[src/rtl/atten_pkg.sv]
package atten_pkg;
  // Gain is unsigned fixed point with GAIN_FRAC fraction bits; 1.0 needs one more bit.
  localparam int GAIN_FRAC = 16;
  localparam int GAIN_W = GAIN_FRAC + 1;
  // Twelve half-dB steps make one (near) halving of the gain.
  localparam int STEPS_PER_OCT = 12;

  // 65536 * 10^(-k/40), rounded, for the twelve steps inside one octave.
  function automatic logic [GAIN_W-1:0] base_gain(input int unsigned k);
    case (k)
      0:       return 17'd65536;
      1:       return 17'd61870;
      2:       return 17'd58409;
      3:       return 17'd55142;
      4:       return 17'd52057;
      5:       return 17'd49145;
      6:       return 17'd46396;
      7:       return 17'd43801;
      8:       return 17'd41350;
      9:       return 17'd39037;
      10:      return 17'd36854;
      11:      return 17'd34792;
      default: return '0;
    endcase
  endfunction
endpackage

[src/rtl/atten_level_track.sv]
module atten_level_track #(
  parameter int CODE_W = 8
) (
  input  logic              clk,
  input  logic              rst_n,
  input  logic              stb,
  input  logic              hold,
  input  logic [CODE_W-1:0] target,
  output logic [CODE_W-1:0] level
);
  // One code per sample toward the target; frozen while a mute ramp is active.
  always_ff @(posedge clk or negedge rst_n) begin
    if (!rst_n) begin
      level <= '0;
    end else if (stb && !hold) begin
      if (level < target) begin
        level <= level + CODE_W'(1);
      end else if (level > target) begin
        level <= level - CODE_W'(1);
      end
    end
  end
endmodule

[src/rtl/atten_mute_seq.sv]
module atten_mute_seq #(
  parameter int TLOG_MAX = 10,
  parameter int TIME_W   = 2,
  parameter int PH_W     = TLOG_MAX + 1,
  parameter int SH_W     = $clog2(TLOG_MAX + 1)
) (
  input  logic              clk,
  input  logic              rst_n,
  input  logic              stb,
  input  logic              mute_req,
  input  logic [TIME_W-1:0] mute_time,
  output logic [PH_W-1:0]   ph_q,
  output logic [PH_W-1:0]   ph_use,
  output logic [PH_W-1:0]   n_sel,
  output logic [SH_W-1:0]   sh,
  output logic              ph_full,
  output logic              ramp_active
);
  // Ramp length is 2^sh periods; a zero field gives the longest ramp.
  assign sh      = SH_W'(TLOG_MAX) - SH_W'(mute_time);
  assign n_sel   = PH_W'(1) << sh;
  // A phase left above a shortened ramp is treated as the full ramp.
  assign ph_use  = (ph_q > n_sel) ? n_sel : ph_q;
  assign ph_full = (ph_use == n_sel);
  assign ramp_active = mute_req || (ph_q != '0);

  always_ff @(posedge clk or negedge rst_n) begin
    if (!rst_n) begin
      ph_q <= '0;
    end else if (stb) begin
      if (mute_req) begin
        ph_q <= ph_full ? n_sel : ph_use + PH_W'(1);
      end else begin
        ph_q <= (ph_use == '0) ? '0 : ph_use - PH_W'(1);
      end
    end
  end
endmodule

[src/rtl/atten_chan_scale.sv]
module atten_chan_scale
  import atten_pkg::*;
#(
  parameter int DATA_W = 16,
  parameter int CODE_W = 8,
  parameter int PH_W   = 11,
  parameter int SH_W   = 4
) (
  input  logic                     clk,
  input  logic                     rst_n,
  input  logic                     stb,
  input  logic signed [DATA_W-1:0] x_in,
  input  logic [CODE_W-1:0]        level,
  input  logic [PH_W-1:0]          ph,
  input  logic [SH_W-1:0]          sh,
  output logic [CODE_W-1:0]        eff,
  output logic signed [DATA_W-1:0] y_out
);
  localparam logic [CODE_W-1:0] MUTE = '1;
  localparam int SPAN_W = CODE_W + PH_W;
  localparam int PW     = DATA_W + GAIN_W + 1;

  // Code applied at phase ph of a ramp of 2^sh periods starting from lvl.
  function automatic logic [CODE_W-1:0] ramp_code(input logic [CODE_W-1:0] lvl,
                                                  input logic [PH_W-1:0]   p,
                                                  input logic [SH_W-1:0]   s);
    logic [SPAN_W-1:0] span;
    span = SPAN_W'(MUTE - lvl) * SPAN_W'(p);
    return lvl + CODE_W'(span >> s);
  endfunction

  // Linear gain for a code: octave shift of a twelve-entry base.
  function automatic logic [GAIN_W-1:0] gain_of(input logic [CODE_W-1:0] c);
    logic [CODE_W-1:0] oct;
    logic [CODE_W-1:0] rem;
    oct = c / CODE_W'(STEPS_PER_OCT);
    rem = c % CODE_W'(STEPS_PER_OCT);
    if (c == MUTE) begin
      return '0;
    end
    return base_gain(32'(rem)) >> oct;
  endfunction

  // Signed multiply, round half-up, saturate to the sample width.
  function automatic logic signed [DATA_W-1:0] scale_sample(
      input logic signed [DATA_W-1:0] x, input logic [GAIN_W-1:0] g);
    logic signed [PW-1:0] xe;
    logic signed [PW-1:0] ge;
    logic signed [PW-1:0] prod;
    logic signed [PW-1:0] rnd;
    logic signed [PW-1:0] shr;
    logic signed [PW-1:0] half;
    xe   = {{(PW-DATA_W){x[DATA_W-1]}}, x};
    ge   = {{(PW-GAIN_W){1'b0}}, g};
    half = PW'(1) <<< (GAIN_FRAC - 1);
    prod = xe * ge;
    rnd  = prod + half;
    shr  = rnd >>> GAIN_FRAC;
    if (!shr[PW-1] && (|shr[PW-2:DATA_W-1])) begin
      return {1'b0, {(DATA_W-1){1'b1}}};
    end else if (shr[PW-1] && !(&shr[PW-2:DATA_W-1])) begin
      return {1'b1, {(DATA_W-1){1'b0}}};
    end
    return shr[DATA_W-1:0];
  endfunction

  assign eff = ramp_code(level, ph, sh);

  always_ff @(posedge clk or negedge rst_n) begin
    if (!rst_n) begin
      y_out <= '0;
    end else if (stb) begin
      y_out <= scale_sample(x_in, gain_of(eff));
    end
  end
endmodule

[src/rtl/atten_stereo.sv]
module atten_stereo #(
  parameter int DATA_W   = 16,
  parameter int CODE_W   = 8,
  parameter int TLOG_MAX = 10,
  parameter int TIME_W   = 2
) (
  input  logic                     clk,
  input  logic                     rst_n,
  input  logic                     smp_stb,
  input  logic signed [DATA_W-1:0] smp_l_in,
  input  logic signed [DATA_W-1:0] smp_r_in,
  input  logic [CODE_W-1:0]        atten_l,
  input  logic [CODE_W-1:0]        atten_r,
  input  logic                     link_en,
  input  logic                     softmute,
  input  logic [TIME_W-1:0]        mute_time,
  output logic signed [DATA_W-1:0] smp_l_out,
  output logic signed [DATA_W-1:0] smp_r_out,
  output logic                     smp_out_stb
);
  localparam int PH_W = TLOG_MAX + 1;
  localparam int SH_W = $clog2(TLOG_MAX + 1);
  localparam int NCH  = 2;

  logic [PH_W-1:0] ph_q, ph_use, n_sel;
  logic [SH_W-1:0] sh;
  logic            ph_full, ramp_active;

  logic [CODE_W-1:0]        tgt_a [NCH];
  logic [CODE_W-1:0]        lvl_a [NCH];
  logic [CODE_W-1:0]        eff_a [NCH];
  logic signed [DATA_W-1:0] x_a   [NCH];
  logic signed [DATA_W-1:0] y_a   [NCH];

  // Named per-channel views for the checker.
  logic [CODE_W-1:0] tgt_l, tgt_r, lvl_l, lvl_r, eff_l, eff_r;

  assign tgt_a[0] = atten_l;
  assign tgt_a[1] = link_en ? atten_l : atten_r;
  assign x_a[0]   = smp_l_in;
  assign x_a[1]   = smp_r_in;

  atten_mute_seq #(
    .TLOG_MAX(TLOG_MAX), .TIME_W(TIME_W), .PH_W(PH_W), .SH_W(SH_W)
  ) u_seq (
    .clk(clk), .rst_n(rst_n), .stb(smp_stb), .mute_req(softmute),
    .mute_time(mute_time), .ph_q(ph_q), .ph_use(ph_use), .n_sel(n_sel),
    .sh(sh), .ph_full(ph_full), .ramp_active(ramp_active)
  );

  for (genvar c = 0; c < NCH; c++) begin : g_ch
    atten_level_track #(.CODE_W(CODE_W)) u_track (
      .clk(clk), .rst_n(rst_n), .stb(smp_stb), .hold(ramp_active),
      .target(tgt_a[c]), .level(lvl_a[c])
    );
    atten_chan_scale #(
      .DATA_W(DATA_W), .CODE_W(CODE_W), .PH_W(PH_W), .SH_W(SH_W)
    ) u_scale (
      .clk(clk), .rst_n(rst_n), .stb(smp_stb), .x_in(x_a[c]),
      .level(lvl_a[c]), .ph(ph_use), .sh(sh), .eff(eff_a[c]), .y_out(y_a[c])
    );
  end

  assign tgt_l = tgt_a[0];
  assign tgt_r = tgt_a[1];
  assign lvl_l = lvl_a[0];
  assign lvl_r = lvl_a[1];
  assign eff_l = eff_a[0];
  assign eff_r = eff_a[1];
  assign smp_l_out = y_a[0];
  assign smp_r_out = y_a[1];

  always_ff @(posedge clk or negedge rst_n) begin
    if (!rst_n) begin
      smp_out_stb <= 1'b0;
    end else begin
      smp_out_stb <= smp_stb;
    end
  end
endmodule

[config.mk]
export PLATFORM = sky130hd
export DESIGN_NAME = atten_stereo
export DESIGN_NICKNAME = d
export VERILOG_FILES = /design/src/rtl/atten_pkg.sv /design/src/rtl/atten_level_track.sv /design/src/rtl/atten_mute_seq.sv /design/src/rtl/atten_chan_scale.sv /design/src/rtl/atten_stereo.sv
export SDC_FILE = /design/constraint.sdc
export NUM_CORES = 2
export LEC_CHECK = 0
export BUFFER_PORTS_ARGS = -buffer_cell sky130_fd_sc_hd__buf_4
export CELL_PAD_IN_SITES_DETAIL_PLACEMENT = 2
export CELL_PAD_IN_SITES_GLOBAL_PLACEMENT = 2
export CORE_ASPECT_RATIO = 1.4
export CORE_MARGIN = 5
export CORE_UTILIZATION = 44
export CTS_CLUSTER_SIZE = 30
export DETAILED_ROUTE_END_ITERATION = 10
export GPL_TIMING_DRIVEN = 0
export PLACE_DENSITY = 0.95
export REMOVE_ABC_BUFFERS = 1
export SYNTH_ARGS = -nofsm -noshare
export SYNTH_HDL_FRONTEND = slang
export SYNTH_SLANG_ARGS = --single-unit
[constraint.sdc]
create_clock -name clk -period 51.4 [get_ports clk]
set_input_delay 0 -clock clk [delete_from_list [all_inputs] [get_ports clk]]
set_output_delay 0 -clock clk [all_outputs]
set_load 0.005 [all_outputs]
Word level (Yosys, flattened, before mapping)
Memories as Yosys holds them, arrays and structs flattened.
Index checks and enable logic that the tools add are counted.
{"block": "word_totals", "regBits": 60, "romBits": 544, "in_bits": 55, "output_inout_bits": 33, "word_cells": 102, "n_memories": 2}
{"block": "classes", "addsub": 13, "n_mul": 4, "div_mod_pow": 4, "n_lt_le_gt_ge": 5, "eq_ne": 3, "shift": 5, "n_mux": 37, "n_reduce_logical": 23}
{"memory": "(name not given)", "depth": 16, "width": 17, "read_ports": 1, "rd_ports_with_merged_regs": 0, "wr": 0, "line": "atten_pkg.sv:10", "text": "case (k)"}
{"memory": "(name not given)", "depth": 16, "width": 17, "read_ports": 1, "rd_ports_with_merged_regs": 0, "wr": 0, "line": "atten_pkg.sv:10"}
{"cell": "$mux 17", "count": 12}
{"cell": "$mux 16", "count": 6}
{"cell": "$add 34x17->34 const B", "count": 2}
{"cell": "$mul 16x18->34", "count": 2}
{"cell": "$mux 11", "count": 4}
{"cell": "$mux 8", "count": 5}
{"cell": "$mul 19x11->19", "count": 2}
{"cell": "$shr 19x4->8", "count": 2}
{"cell": "$shr 17x8->17", "count": 2}
{"cell": "$sub 8x8->9 const A", "count": 2}
{"cell": "$add 8x1->8 const B", "count": 2}
{"cell": "$add 8x8->8", "count": 2}
{"cell": "$div 8x4->8 const B", "count": 2}
{"cell": "$eq 8x8->1 const B", "count": 2}
{"cell": "$gt 8x8->1", "count": 2}
{"cell": "$lt 8x8->1", "count": 2}
{"cell": "$mod 8x4->8 const B", "count": 2}
{"cell": "$sub 8x1->8 const B", "count": 2}
{"cell": "$add 11x1->11 const B", "count": 1}
{"cell": "$eq 11x11->1", "count": 1}
{"cell": "$gt 11x11->1", "count": 1}
{"cell": "$logic_not 11->1", "count": 1}
{"cell": "$reduce_bool 11->1", "count": 1}
{"cell": "$shl 1x4->11 const A", "count": 1}
{"cell": "other kinds (11)", "count": 33}

Logic depth before layout (Yosys ltp)
{"block": "logic_depth", "word_depth": 24, "ltp_mapped": 91, "depth_no_buf": 83}

By module
From an unflattened synthesis, not the netlist that was laid out.
{"block": "unflattened", "hier_cells": 4498, "hier_area_um2": 36875.4}
{"mod": "atten_chan_scale (g_ch[0].u_scale)", "n_inst": 1, "cells_each": 2048, "area_each_um2": 16798.6, "seq_area_each_um2": 400.4}
{"mod": "atten_chan_scale (g_ch[1].u_scale)", "n_inst": 1, "cells_each": 1997, "area_each_um2": 16308.1, "seq_area_each_um2": 400.4}
{"mod": "atten_mute_seq", "n_inst": 1, "cells_each": 275, "area_each_um2": 2065.7, "seq_area_each_um2": 275.3}
{"mod": "atten_level_track", "n_inst": 2, "cells_each": 84, "area_each_um2": 773.2, "seq_area_each_um2": 200.2}
{"mod": "atten_stereo", "n_inst": 1, "cells_each": 10, "area_each_um2": 156.4, "seq_area_each_um2": 25.0}

Worst setup path after synthesis
Ideal clock, no wire load.
{"block": "synth_timing", "kind": "input -> register", "startpoint": "input mute_time[0]", "endpoint": "register g_ch[1].u_scale.y_out[12]", "setup_ns": 0.149, "t_arrival_ns": 18.604, "required_time_ns": 51.251, "setup_slack_ns": 32.647, "stages": 78, "n_path_buf": 9, "path_cell_list": "clkbuf_1 > clkinv_1 > buf_1 > buf_1 > ha_1 > nand2_1 > ha_1 > o21a_1 > o21a_2 > o21ai_1 > clkbuf_1 > nor2_1 > a21oi_1 > clkbuf_1 > clkbuf_1 > nor2_1 > fa_1 > fa_1 > [... 42 more ...] > fa_1 > inv_1 > fa_1 > inv_1 > ha_1 > a21o_1 > a21oi_1 > nor2_1 > nor2_1 > inv_1 > or4_1 > a31o_2 > nand3_2 > and3_1 > a311oi_1 > o21ai_1 > clkbuf_1 > o221ai_1"}
{"block": "synth_between", "elab_chain_len": 24, "elab_cells_between_ends": 33, "cone_classes": "add/sub: 3; mul: 2; div: 2; order compare: 1; eq/ne: 1; shift: 3; mux: 13; reduce/logical: 7; memory: 1"}
{"element": "start: declaration", "line": "atten_stereo.sv:16", "text": "input logic [TIME_W-1:0] mute_time,"}
{"element": "$sub 4x2->4 (*)", "line": "atten_mute_seq.sv:20", "text": "assign sh = SH_W'(TLOG_MAX) - SH_W'(mute_time);"}
{"element": "$shl 1x4->11", "line": "atten_mute_seq.sv:21", "text": "assign n_sel = PH_W'(1) << sh;"}
{"element": "$gt 11x11->1", "line": "atten_mute_seq.sv:23", "text": "assign ph_use = (ph_q > n_sel) ? n_sel : ph_q;"}
{"element": "$mux 11", "line": "atten_mute_seq.sv:23"}
{"element": "$mul 19x11->19", "line": "atten_chan_scale.sv:28", "text": "span = SPAN_W'(MUTE - lvl) * SPAN_W'(p);"}
{"element": "$shr 19x4->8 (*)", "line": "atten_chan_scale.sv:29", "text": "return lvl + CODE_W'(span >> s);"}
{"element": "$add 8x8->8 (*)", "line": "atten_chan_scale.sv:29"}
{"element": "$mod 8x4->8", "line": "atten_chan_scale.sv:37", "text": "rem = c % CODE_W'(STEPS_PER_OCT);"}
{"element": "[... 8 more ...]"}
{"element": "$add 34x17->34 (*)", "line": "atten_chan_scale.sv:57", "text": "rnd = prod + half;"}
{"element": "$reduce_and 3->1", "line": "atten_chan_scale.sv:61", "text": "end else if (shr[PW-1] && !(&shr[PW-2:DATA_W-1])) begin"}
{"element": "$logic_not 1->1", "line": "atten_chan_scale.sv:61"}
{"element": "$logic_and 1x1->1", "line": "atten_chan_scale.sv:61"}
{"element": "$mux 1", "line": "atten_chan_scale.sv:61"}
{"element": "$mux 1", "line": "atten_chan_scale.sv:59", "text": "if (!shr[PW-1] && (|shr[PW-2:DATA_W-1])) begin"}
{"element": "$mux 1", "line": "atten_chan_scale.sv:72", "text": "end else if (stb) begin"}
{"element": "$mux 16 (*)", "line": "atten_chan_scale.sv:64", "text": "return shr[DATA_W-1:0];"}
{"element": "end signal: assignment", "line": "atten_chan_scale.sv:73", "text": "y_out <= scale_sample(x_in, gain_of(eff));"}
{"element": "end: declaration", "line": "atten_chan_scale.sv:17", "text": "output logic signed [DATA_W-1:0] y_out"}
Every way passes the cells marked *; elsewhere a longest branch is shown, timed or not. The select of a mux whose other input is x is not followed.
A chain may end at the register's enable or synchronous reset.

Final worst setup path
{"block": "layout_timing", "startpoint": "input mute_time[0]", "endpoint": "register g_ch[1].u_scale.y_out[6]"}
Same word-level chain as after synthesis.

==> metrics.csv <==
metric;value;unit
synth_mux_area_share;2.56;%
dpl.cell_count;5506;
grt_max_degree;61;
syn_avg_cell_area;7.95;µm²
finalClockSkew;16.8;ps
track_usage;41.3;%
grt_pass1_wl;277000;µm
nets;5453;
fillers;9128;
synthToLayoutAreaGrowth;5.68;%
post_cts_resized;0;
viasPerCell;6.74;
dieArea;0.0880;mm²
synth_cells;4546;
worstMarginPinSlew;1390;ps
place_ws;24970;ps
slew_headroom;6.79;%
cpPeakStageDelay;1100;ps
clk_pin_slew_worst_paths;70;ps
finalSetupTns;0;ps
drc;0;
post-dp-hpwl;139000;µm
report.final.hold_viol_count;0;
ios;88;
yosysWarnings;0;
root_buffer;clkbuf_16;
required;51570;ps
end_kind;flop;
post-route-period-util;52.3;%
numCtsBuffers;9;
synth_top_family_by_area;adder cells;
clock_path_buffers;2;
fin_cells;5530;
drv_cap;0;
coreArea;0.0816;mm²
die_y;349;µm
fin_crit;26900;ps
rsz0062_at_grt;no;
finalSetupViolCount;0;
synth-compound-area-share;15.1;%
final_antenna_net_count;0;
fmax;37.2;MHz
slew_viol_final;0;
die_w;252;µm
yosysUniqueCellTypes;117;
synth_seq_cells;60;
synth_ff_type;dfrtp_1;
cts_tree;done;
clkSinkCount;60;
syn_area;0.0361;mm²
synthAdderAreaFrac;43.8;%
htree_levels;3;
drive_gt1_share;8.17;%
start_util;44.3;%
cp_max_fo;38;
status;finished, final reports clean;
setup_slack;24500;ps
vias;37287;
slowest_stage;nor2_1;
antenna_found_initial;6;
routed_wl;186000;µm
grt_pass1_vias;44018;
globalplace.congestion;0.907;
drt_iter0_drc;2986;
seq_area_frac_synth;4.16;%
drtPass1Iterations;7;
hold_path.class;input pin to flop;
hold_slack;76.8;ps
setup.worst_path.class;input pin to flop;
worst_ep_arrival_time;27070;ps
rows;124;
wl_per_cell;33.6;µm
place.port_buffers;87;
grt_overflow;0;
synth-edff-count;0;
yosys.area_share.simple;21.3;%
synth_async_sr_flop_share;100;%
cp-start-kind;input pin;
synthXorXnorAreaFrac;2.95;%
crit_top_cell;fa_1;
clk_latency;400;ps
synth_stat cells (72+ instances only):
cell	instances	area share, %
inv_1	730	7.6
fa_1	524	29
nand2_1	470	4.9
ha_1	425	15
nor2_1	397	4.1
and2_1	225	3.9
clkbuf_1	200	2.1
a21oi_1	179	2.5
o21ai_0	144	2.0
or2_2	92	1.6
xnor2_1	77	1.9
nor3_1	72	1.0
logic make-up (layout without fill, tap and decap cells):
kind of cell             count (synthesis)  in the layout
multiplexers                            83             83
flip-flops                              60             60
AO/OA/AOI/OAI                          785            785
adder cells (fa/ha/maj)                951            951
AND/OR/NAND/NOR                       1585           1585
buffers and inverters                  962            870
other                                    0              5
XOR/XNOR                               120            120
area by class of cell:
cell class	count	area, µm²	area share (%)
Inverter	734	2760	7.22
Antenna cell	5	12.5	0.0328
Timing Repair Buffer	120	1100	2.88
Sequential cell	60	1500	3.93
Tap cell	1071	1340	3.51
Clock inverter	6	41.3	0.108
Clock buffer	10	229	0.600
Multi-Input combinational cell	3524	31200	81.7
state kept, by name, indices dropped and copies added (netlist names):
| register | count |
|---|---|
| u_seq.ph_q | 11 |
| smp_out_stb | 1 |
| g_ch.u_scale.y_out | 32 |
| g_ch.u_track.level | 16 |
cell usage in the layout, fill, tap and decap left out, types with 14 or more instances in the layout:
master	instances
a211oi_1	30
a21o_1	56
a21oi_1	165
a21oi_2	26
a221oi_1	17
a31oi_1	26
and2_1	225
and3_1	61
buf_4	91
buf_8	18
dfrtp_1	60
fa_1	524
ha_1	424
inv_1	730
mux2_2	22
mux2i_1	53
nand2_1	470
nand2b_1	40
nand3_1	69
nand4_1	39
nor2_1	390
nor2b_1	37
nor3_1	71
nor4_1	15
o2111ai_1	14
o211ai_1	36
o21a_1	23
o21ai_0	143
o21ai_1	20
o221ai_1	16
o22ai_1	16
or2_2	92
or3_1	24
xnor2_1	70
xor2_1	39
stage by stage:
step,util [%],instance area (µm²)
2_1_floorplan,-,35200
3_3_place_gp,45.6,37200
3_5_place_dp,46.4,37800
4_1_cts,46.7,38100
5_1_grt,46.8,38200
6_report,46.8,38200
metal layers:
layer	part of all wire, %	global-route usage (%)
met1	33	40.2
met2	49	72.2
met3	6.9	10.3
met4	11	36.4
met5	0.048	0.549
worst max-delay path, delay by kind of cell:
kind	cells	cell delay [ps]
and+or+nand+nor	14	4530
xor gates and xnor gates	2	1440
buffers and inverters	11	2330
muxes	2	1180
adders and majority gates	16	8000
AOI/OAI and AO/OA	24	9470
timing repair:
item	4_1_cts	5_1_grt
endpoints found under the hold margin	60	0
buffers inserted	0	0
hold buffers	1	0
worst paths after layout:
path                                               start  depth (start not counted)  slack [ps]                        to
max in group asynchronous                          rst_n                          2       50360  g_ch[1].u_scale.y_out[0]
worst min register to register  g_ch[0].u_scale.y_out[5]                          2         550  g_ch[0].u_scale.y_out[5]
worst max-delay path                        mute_time[0]                         69       24500  g_ch[1].u_scale.y_out[6]
min in group asynchronous                          rst_n                          2         280  g_ch[0].u_track.level[6]
worst max register to register             u_seq.ph_q[8]                         65       25700  g_ch[1].u_scale.y_out[6]
worst min-delay path                            softmute                          3          80             u_seq.ph_q[2]
Power is not shown: default switching activity piles up to over one toggle a cycle in this logic, so the estimate is an artifact.
